## src/rtl/fthm_pkg.sv

```systemverilog
package fthm_pkg;
    localparam int THR_W = 9;
    localparam int CFG_W = 32;

    typedef logic [THR_W-1:0] thr_t;

    // Field order matches the packed limit word (resume on top, aempty at bit 0)
    typedef struct packed {
        thr_t resume;
        thr_t afull;
        thr_t aempty;
    } thr_set_t;

    typedef enum logic [0:0] {
        EV_ARMED = 1'b0,
        EV_HOLD  = 1'b1
    } ev_state_e;
endpackage

```

## src/rtl/fthm_cfg.sv

```systemverilog
module fthm_cfg
    import fthm_pkg::*;
(
    input  logic             clk,
    input  logic             rst_n,
    input  logic             wr_en,
    input  logic [CFG_W-1:0] wr_data,
    output thr_set_t         thr_o
);
    localparam int USED_W = 3 * THR_W;

    thr_set_t thr_q;
    logic     unused_hi_bits;

    assign unused_hi_bits = ^wr_data[CFG_W-1:USED_W];

    always_ff @(posedge clk) begin
        if (!rst_n) begin
            thr_q.resume <= '0;
            thr_q.afull  <= '1;
            thr_q.aempty <= '0;
        end else if (wr_en) begin
            thr_q <= thr_set_t'(wr_data[USED_W-1:0]);
        end
    end

    assign thr_o = thr_q;

    AST_THR_HELD: assert property (@(posedge clk) disable iff (!rst_n)
        !wr_en |=> $stable(thr_q));
endmodule

```

## src/rtl/fthm_cmp.sv

```systemverilog
module fthm_cmp
    import fthm_pkg::*;
#(
    parameter int DEPTH_W = 10,
    parameter int N_FIFO  = 2
) (
    input  logic                          clk,
    input  logic                          rst_n,
    input  logic [N_FIFO-1:0][DEPTH_W-1:0] depth_i,
    input  thr_set_t                      thr_i,
    output logic [N_FIFO-1:0]             afull_now_o,
    output logic [N_FIFO-1:0]             aempty_now_o,
    output logic [N_FIFO-1:0]             afull_q_o,
    output logic [N_FIFO-1:0]             aempty_q_o
);
    logic [DEPTH_W-1:0] af_lim;
    logic [DEPTH_W-1:0] ae_lim;

    assign af_lim = DEPTH_W'(thr_i.afull);
    assign ae_lim = DEPTH_W'(thr_i.aempty);

    for (genvar g = 0; g < N_FIFO; g++) begin : g_fifo
        assign afull_now_o[g]  = depth_i[g] > af_lim;
        assign aempty_now_o[g] = depth_i[g] < ae_lim;

        always_ff @(posedge clk) begin
            if (!rst_n) begin
                afull_q_o[g]  <= 1'b0;
                aempty_q_o[g] <= 1'b0;
            end else begin
                afull_q_o[g]  <= afull_now_o[g];
                aempty_q_o[g] <= aempty_now_o[g];
            end
        end
    end
endmodule

```

## src/rtl/fthm_evt.sv

```systemverilog
module fthm_evt
    import fthm_pkg::*;
#(
    parameter int DEPTH_W = 10
) (
    input  logic               clk,
    input  logic               rst_n,
    input  logic               af_now_i,
    input  logic               af_prev_i,
    input  logic               ae_now_i,
    input  logic               ae_prev_i,
    input  logic [DEPTH_W-1:0] free_depth_i,
    input  thr_t               resume_i,
    output logic               pulse_o,
    output ev_state_e          state_o
);
    ev_state_e state_q;
    ev_state_e state_d;
    logic      af_fire;
    logic      ae_fire;
    logic      resume_hit;

    assign resume_hit = free_depth_i >= DEPTH_W'(resume_i);

    always_comb begin
        af_fire = af_now_i && !af_prev_i;
        ae_fire = 1'b0;
        state_d = state_q;
        unique case (state_q)
            EV_ARMED: begin
                if (ae_now_i && !ae_prev_i) begin
                    ae_fire = 1'b1;
                    state_d = EV_HOLD;
                end
            end
            EV_HOLD: begin
                if (resume_hit) begin
                    state_d = EV_ARMED;
                end
            end
            default: state_d = EV_ARMED;
        endcase
    end

    always_ff @(posedge clk) begin
        if (!rst_n) begin
            state_q <= EV_ARMED;
            pulse_o <= 1'b0;
        end else begin
            state_q <= state_d;
            pulse_o <= af_fire || ae_fire;
        end
    end

    assign state_o = state_q;
endmodule

```

## src/rtl/fifo_thresh_mon.sv

```systemverilog
module fifo_thresh_mon
    import fthm_pkg::*;
#(
    parameter int DEPTH_W = 10
) (
    input  logic               clk,
    input  logic               rst_n,
    input  logic               thr_wr_en,
    input  logic [31:0]        thr_wr_data,
    input  logic [DEPTH_W-1:0] imp_depth,
    input  logic [DEPTH_W-1:0] free_depth,
    output logic               imp_afull,
    output logic               imp_aempty,
    output logic               free_afull,
    output logic               free_aempty,
    output logic               cnt_inc
);
    localparam int N_FIFO = 2;
    localparam int IDX_IMP  = 0;
    localparam int IDX_FREE = 1;

    thr_set_t                       thr;
    logic [N_FIFO-1:0][DEPTH_W-1:0] depths;
    logic [N_FIFO-1:0]              af_now;
    logic [N_FIFO-1:0]              ae_now;
    logic [N_FIFO-1:0]              af_q;
    logic [N_FIFO-1:0]              ae_q;
    ev_state_e                      ev_state;

    assign depths[IDX_IMP]  = imp_depth;
    assign depths[IDX_FREE] = free_depth;

    fthm_cfg u_cfg (
        .clk     (clk),
        .rst_n   (rst_n),
        .wr_en   (thr_wr_en),
        .wr_data (thr_wr_data),
        .thr_o   (thr)
    );

    fthm_cmp #(.DEPTH_W(DEPTH_W), .N_FIFO(N_FIFO)) u_cmp (
        .clk          (clk),
        .rst_n        (rst_n),
        .depth_i      (depths),
        .thr_i        (thr),
        .afull_now_o  (af_now),
        .aempty_now_o (ae_now),
        .afull_q_o    (af_q),
        .aempty_q_o   (ae_q)
    );

    fthm_evt #(.DEPTH_W(DEPTH_W)) u_evt (
        .clk          (clk),
        .rst_n        (rst_n),
        .af_now_i     (af_now[IDX_IMP]),
        .af_prev_i    (af_q[IDX_IMP]),
        .ae_now_i     (ae_now[IDX_FREE]),
        .ae_prev_i    (ae_q[IDX_FREE]),
        .free_depth_i (free_depth),
        .resume_i     (thr.resume),
        .pulse_o      (cnt_inc),
        .state_o      (ev_state)
    );

    assign imp_afull   = af_q[IDX_IMP];
    assign imp_aempty  = ae_q[IDX_IMP];
    assign free_afull  = af_q[IDX_FREE];
    assign free_aempty = ae_q[IDX_FREE];

    AST_PULSE_NEEDS_FLAG: assert property (@(posedge clk) disable iff (!rst_n)
        cnt_inc |-> (imp_afull || free_aempty));
    AST_AF_ONSET_ONLY: assert property (@(posedge clk) disable iff (!rst_n)
        (cnt_inc && !free_aempty) |-> $rose(imp_afull));
    AST_AE_PULSE_DISARMS: assert property (@(posedge clk) disable iff (!rst_n)
        (cnt_inc && !imp_afull) |-> (ev_state == EV_HOLD && $rose(free_aempty)));
    AST_HOLD_BLOCKS_AE: assert property (@(posedge clk) disable iff (!rst_n)
        (ev_state == EV_HOLD && !imp_afull && !$rose(imp_afull)) |=> (!cnt_inc || imp_afull));
endmodule

```

## config.mk

```make
export PLATFORM = sky130hd
export DESIGN_NAME = fifo_thresh_mon
export DESIGN_NICKNAME = d
export VERILOG_FILES = /design/src/rtl/fthm_pkg.sv /design/src/rtl/fthm_cfg.sv /design/src/rtl/fthm_cmp.sv /design/src/rtl/fthm_evt.sv /design/src/rtl/fifo_thresh_mon.sv
export SDC_FILE = /design/constraint.sdc
export NUM_CORES = 1
export LEC_CHECK = 0
export BUFFER_PORTS_ARGS = -buffer_cell sky130_fd_sc_hd__buf_2
export CAP_MARGIN = 15
export CORE_ASPECT_RATIO = 0.6
export CORE_MARGIN = 10
export CORE_UTILIZATION = 56
export DETAILED_ROUTE_END_ITERATION = 12
export GPL_TIMING_DRIVEN = 0
export HOLD_SLACK_MARGIN = 0.06
export PLACE_DENSITY = 0.85
export SLEW_MARGIN = 10
export SYNTH_ARGS = -nofsm -noshare
export SYNTH_HDL_FRONTEND = slang
export SYNTH_SLANG_ARGS = --single-unit
```

## constraint.sdc

```tcl
create_clock -name clk -period 7.02 [get_ports clk]
set_clock_uncertainty 0.2 [all_clocks]
set_input_delay 2.106 -clock clk [delete_from_list [all_inputs] [get_ports clk]]
set_output_delay 2.106 -clock clk [all_outputs]
set_load 0.005 [all_outputs]
```

==> flow_summary.yaml, run 1 <==
status:
  status: "finished clean"
clocking:
  path_clk_slew_ns: 0.07
  insertion_delay_ns: 0.29
  cts_max_path_buffers: 2
  cts_tree: "yes"
  cts_sinks: 33
  cts_made_buffers: 5
  clock-root-buffer: "clkbuf_8"
  post_cts_buffers: 0
  cts.repair.resized: 0
  h-tree-depth: 2
  ctsHoldBuffers: 0
worst_setup_path:
  path_buf_inv: 1
  required_ns: 7.04
  start_kind: "input pin"
  crit_fanout: 3
  worst-setup-path-type: "in -> reg"
  cp_slowest_cell: "a221o_1"
  max_stage_delay_ns: 0.38
  end_kind: "flop"
  worstPathArrival_ns: 3.87
  path_delay_family: "compound AO/OA/AOI/OAI gates"
  path_cells: "buf_2 > ha_1 > a211oi_1 > nor2_1 > a221o_1 > a2111oi_4 > o21bai_1"
route:
  route.antenna.remaining_nets: 0
  vias: 1784
  wire_per_inst_um: 15.94
  detail_route.iter0.violations: 81
  dr.pass1.iters: 4
  routed_wl_um: 5373
  drc_errors: 0
  avgViaCountPerCell: 5.294
finish:
  final_core_util: 0.6981
  layout.cells.non_filler: 337
  drive_above_1_share: 0.2310
  fill_cells: 304
  antenna_cells: 0
  nets: 387
  syn_to_final_growth_pct: 18.88
  register_area_um2: 660.6
  multi_input_area_um2: 1373
yosys:
  yosysTopAreaCell: "dfxtp_1"
  syn_nets: 327
  synthArstFlopShare: 0
  yosysSeqAreaShare: 0.3040
  synth_area_leaders: "dfxtp_1 30%, ha_1 25%, mux2i_1 8.8%"
  yosys.area.top_type_share: 0.3040
  synth_cells: 229
  yosys_warnings: 0
  yosysUniqueCellTypes: 35
  syn_area_per_cell_um2: 9.491
  ys_seq_elements: 33
  synth_ff_type: "dfxtp_1"
  synth.cell_area_um2: 2173
  synth_enable_flop_cells: 0
sta:
  finalCritPeriodShare: 0.5485
  rsz0062_at_grt: "no"
  tightest_slew_ns: 0.5648
  setup_viol: 0
  period_needed_ns: 3.850
  hold_ws_ns: 0.3195
  fmax_mhz: 259.7
  tns_ns: 0
  finalHoldViolations: 0
  slew_headroom: 0.6138
  slew_violations: 0
place:
  dp.cells: 329
  gp_congestion: 0.8147
  place_hpwl_um: 4512
  portBuffers: 53
grt:
  grt_pass1_wl_um: 8976
  grtUsageMet2: 0.2604
  busiest_layer: "met2"
  grt_util_met1: 0.2145
  first_global_vias: 1936
  grt_max_degree: 12
  globalRouteTotalUtil: 0.1646
  antenna_found_initial: 0
  use_met3: 0.05628
  grt-ovfl-total: 0
floorplan:
  num_rows: 17
  start_util: 0.5872
  die-height_um: 68.26
  core-area_um2: 3701
  die_area_um2: 6855
  fp.dieW_um: 100.4
  io_pins: 60
flow_run:
  drv_cap: 0
power:
  ir_drop_mv: 0.1185
  powerDensity_nw_per_um2: 174.3
  leakagePower_uw: 0.001330
worst_hold_path:
  min_path_type: "reg -> reg"
## kinds of logic (layout without fill, tap and decap cells)
family | count (synthesis) | count (layout) | synth area share
buffers and inverters | 36 | 97 | 0.06448
muxes | 19 | 19 | 0.08751
and+or+nand+nor | 51 | 51 | 0.1347
adders and majority gates | 43 | 43 | 0.2476
AOI/OAI and AO/OA | 47 | 47 | 0.1618
DFF | 33 | 33 | 0.3040
## through the flow
stage / setup slack (ns) / power [uW] / area [um^2]
floorplan: 3.261 / 273.4 / 2173
global placement: 2.973 / 306.6 / 2497
detailed placement: 2.893 / 312.7 / 2497
CTS: 3.192 / 452.4 / 2584
global route: 3.108 / 477.1 / 2584
finish: 3.170 / 450.4 / 2584
## cell usage in the layout (no fill, tap or decap), types with 4 or more instances in the layout
cell type	n
nand2_1	12
a21o_1	8
ha_1	43
inv_1	29
buf_2	57
o211ai_1	10
nor2b_1	20
mux2i_1	19
a21oi_1	8
dfxtp_1	33
a211oi_1	4
nor2_1	4
clkbuf_8	5
nand4_1	4
## area by class of cell
class | count | share of cell area
Buffer | 7 | 0.01211
Multi-Input combinational cell | 160 | 0.5312
Clock inverter | 3 | 0.006780
Sequential cell | 33 | 0.2557
Inverter | 29 | 0.04213
Timing Repair Buffer | 53 | 0.1027
Tap cell | 47 | 0.02276
Clock buffer | 5 | 0.02663
## worst min-delay path, stage by stage (launching register included)
cell and delay (ns):
dfxtp_1 0.33, mux2i_1 0.06, nor2b_1 0.09
## registers in the layout (all words and copies together), names as in the netlist
register	flops
u_cfg.thr_o	27
u_cmp.aempty_q_o	2
u_cmp.afull_q_o	2
u_evt.pulse_o	1
u_evt.state_o	1
## synth_stat cells (2+ instances only)
library cell and n:
nand2b_1 3, buf_2 4, a21oi_1 8, mux2i_1 19, clkbuf_1 3, a21o_1 8
inv_1 29, nor2b_1 20, o211ai_1 10, nand4_1 4, ha_1 43, o21bai_1 3
nand4b_1 2, nor2_1 4, a211oi_1 4, nand2_1 12, o21ai_0 3, dfxtp_1 33
## routing by layer
layer  share of wire  up-vias
li1                -      929
met1            0.49      794
met2            0.42       57
met3           0.086        4
met4          0.0035        0
met5               0        -
## report_power, final
group          internal (uW)  switching [uW]  total, uW
Combinational           49.5            54.6        104
Sequential               200            5.72        205
Clock                   68.4            72.5        141
## path summary, 6_finish.rpt
path | to | cells past startpoint | slack, ns | start
worst max-delay path | u_evt.pulse_o | 7 | 3.17 | free_depth[3]
worst min-delay path | u_cfg.thr_o[5] | 2 | 0.32 | u_cfg.thr_o[5]
worst max register to register | u_evt.pulse_o | 7 | 4.73 | u_cfg.thr_o[3]
worst min register to register | u_cfg.thr_o[5] | 2 | 0.32 | u_cfg.thr_o[5]
Note: power is estimated with default switching activity, not from simulation.
==> inputs of run 2 (changes only) <==
Settings changed: CORE_UTILIZATION 56 to 52, PLACE_DENSITY 0.85 to 0.79.
Clock period 7.02 ns to 4 ns, I/O delays scaled along.
==> run 2 against run 1 <==
  * Setup slack got worse by 2.1 ns
  * Sequential share of layout area about the same
  * Critical endpoint unchanged
  * Largest power group unchanged
  * Wire length increased by 2.6%
  * Cell count increased by 3.3%
==> flow_summary.yaml, run 2 (same netlist as run 1, synthesis figures left out) <==
grt:
  grt_max_degree: 11
  grt-ovfl-total: 0
  first_global_vias: 2031
  globalRouteTotalUtil: 0.1655
  grt_pass1_wl_um: 9418
  antenna_found_initial: 0
finish:
  nets: 387
  multi_input_area_um2: 1373
  largest_reg_flops: 27
  final_common_cell: "buf_2"
  antenna_cells: 0
  drive_above_1_share: 0.2257
  register_area_um2: 660.6
  syn_to_final_growth_pct: 19.06
  fill_cells: 367
  layout.cells.non_filler: 348
  mostFrequentLayoutCells: "57 x buf_2, 43 x ha_1, 33 x dfxtp_1"
power:
  powerDensity_nw_per_um2: 300.0
  ir_drop_mv: 0.1663
  leakagePower_uw: 0.001326
route:
  routed_wl_um: 5512
  wire_per_inst_um: 15.84
  dr.pass1.iters: 4
  vias: 1799
  detail_route.iter0.violations: 86
  drc_errors: 0
  route.antenna.remaining_nets: 0
  avgViaCountPerCell: 5.170
place:
  place_hpwl_um: 4495
  gp_congestion: 0.8855
  portBuffers: 53
  dp.cells: 342
worst_setup_path:
  worst-setup-path-type: "in -> reg"
  max_stage_delay_ns: 0.57
  crit_fanout: 2
  start_kind: "input pin"
  cp_slowest_cell: "a2111oi_0"
  worstPathArrival_ns: 2.86
  required_ns: 3.96
  end_kind: "flop"
  path_cells: "buf_2 > ha_1 > a211o_1 > o211ai_1 > a31oi_1 > a2111oi_0 > o21bai_1"
floorplan:
  core-area_um2: 4076
  die-height_um: 70.08
  die_area_um2: 7250
  io_pins: 60
  fp.dieW_um: 103.5
  num_rows: 18
  start_util: 0.5331
clocking:
  post_cts_buffers: 0
  cts_max_path_buffers: 2
  ctsHoldBuffers: 0
  cts.repair.resized: 0
  path_clk_slew_ns: 0.07
  h-tree-depth: 2
  clock-root-buffer: "clkbuf_8"
  insertion_delay_ns: 0.28
  cts_tree: "yes"
  cts_made_buffers: 5
  cts_sinks: 33
status:
  status: "finished clean"
sta:
  setup_viol: 0
  finalCritPeriodShare: 0.7263
  rsz0062_at_grt: "no"
  period_needed_ns: 2.905
  tns_ns: 0
  finalHoldViolations: 0
  slew_violations: 0
  slew_headroom: 0.5993
  tightest_slew_ns: 0.5859
  fmax_mhz: 344.2
worst_hold_path:
  min_path_type: "reg -> reg"
flow_run:
  drv_cap: 0
==> run 2: final timing paths <==
path,cells after the start,slack [ns],endpoint,startpoint
min reg2reg,2,0.30,u_evt.pulse_o,u_cmp.afull_q_o[0]
max,7,1.09,u_evt.pulse_o,imp_depth[3]
max reg2reg,7,1.76,u_evt.pulse_o,u_cfg.thr_o[12]
min,2,0.30,u_evt.pulse_o,u_cmp.afull_q_o[0]
==> run 2: metrics by stage <==
stage	total power, uW	area (um^2)	worst slack, ns	util	hold slack [ns]
finish	776.2	2587	1.095	0.6347	0.3043
global route	826.3	2587	0.7951	0.6347	0.3408
CTS	781.3	2587	1.085	0.6347	0.3081
detailed placement	547.7	2514	0.7652	0.6166	0.2985
global placement	538.9	2514	0.8618	0.6166	0.2974
floorplan	479.9	2173	1.147	-	0.2725
==> run 2: per-layer routing <==
layer  wire (um)  GRT usage  up-vias
li1            -          -      934
met1        2645     0.2096      800
met2        2368     0.2556       57
met3         446    0.05501        8
met4          52    0.05376        0
met5           0          0        -
==> run 2: area by class of cell <==
cell class / count / area share
Timing Repair Buffer: 53 / 0.1025
Multi-Input combinational cell: 160 / 0.5305
Inverter: 29 / 0.04207
Tap cell: 60 / 0.02901
Buffer: 7 / 0.01209
Clock buffer: 5 / 0.02660
Clock inverter: 1 / 0.001934
Sequential cell: 33 / 0.2553
==> run 2: worst max-delay path: cells and delay by family <==
| kind | cells | cell delay (ns) |
|---|---|---|
| AOI/OAI and AO/OA | 5 | 1.25 |
| buffers and inverters | 1 | 0.12 |
| adders and majority gates | 1 | 0.30 |
==> run 2: where the power goes <==
group / total [uW] / internal (uW) / switching [uW] / leakage (uW)
Sequential: 360 / 350 / 9.86 / 0.000273
Clock: 232 / 114 / 118 / 0.0000399
Combinational: 184 / 87.0 / 97.0 / 0.00101
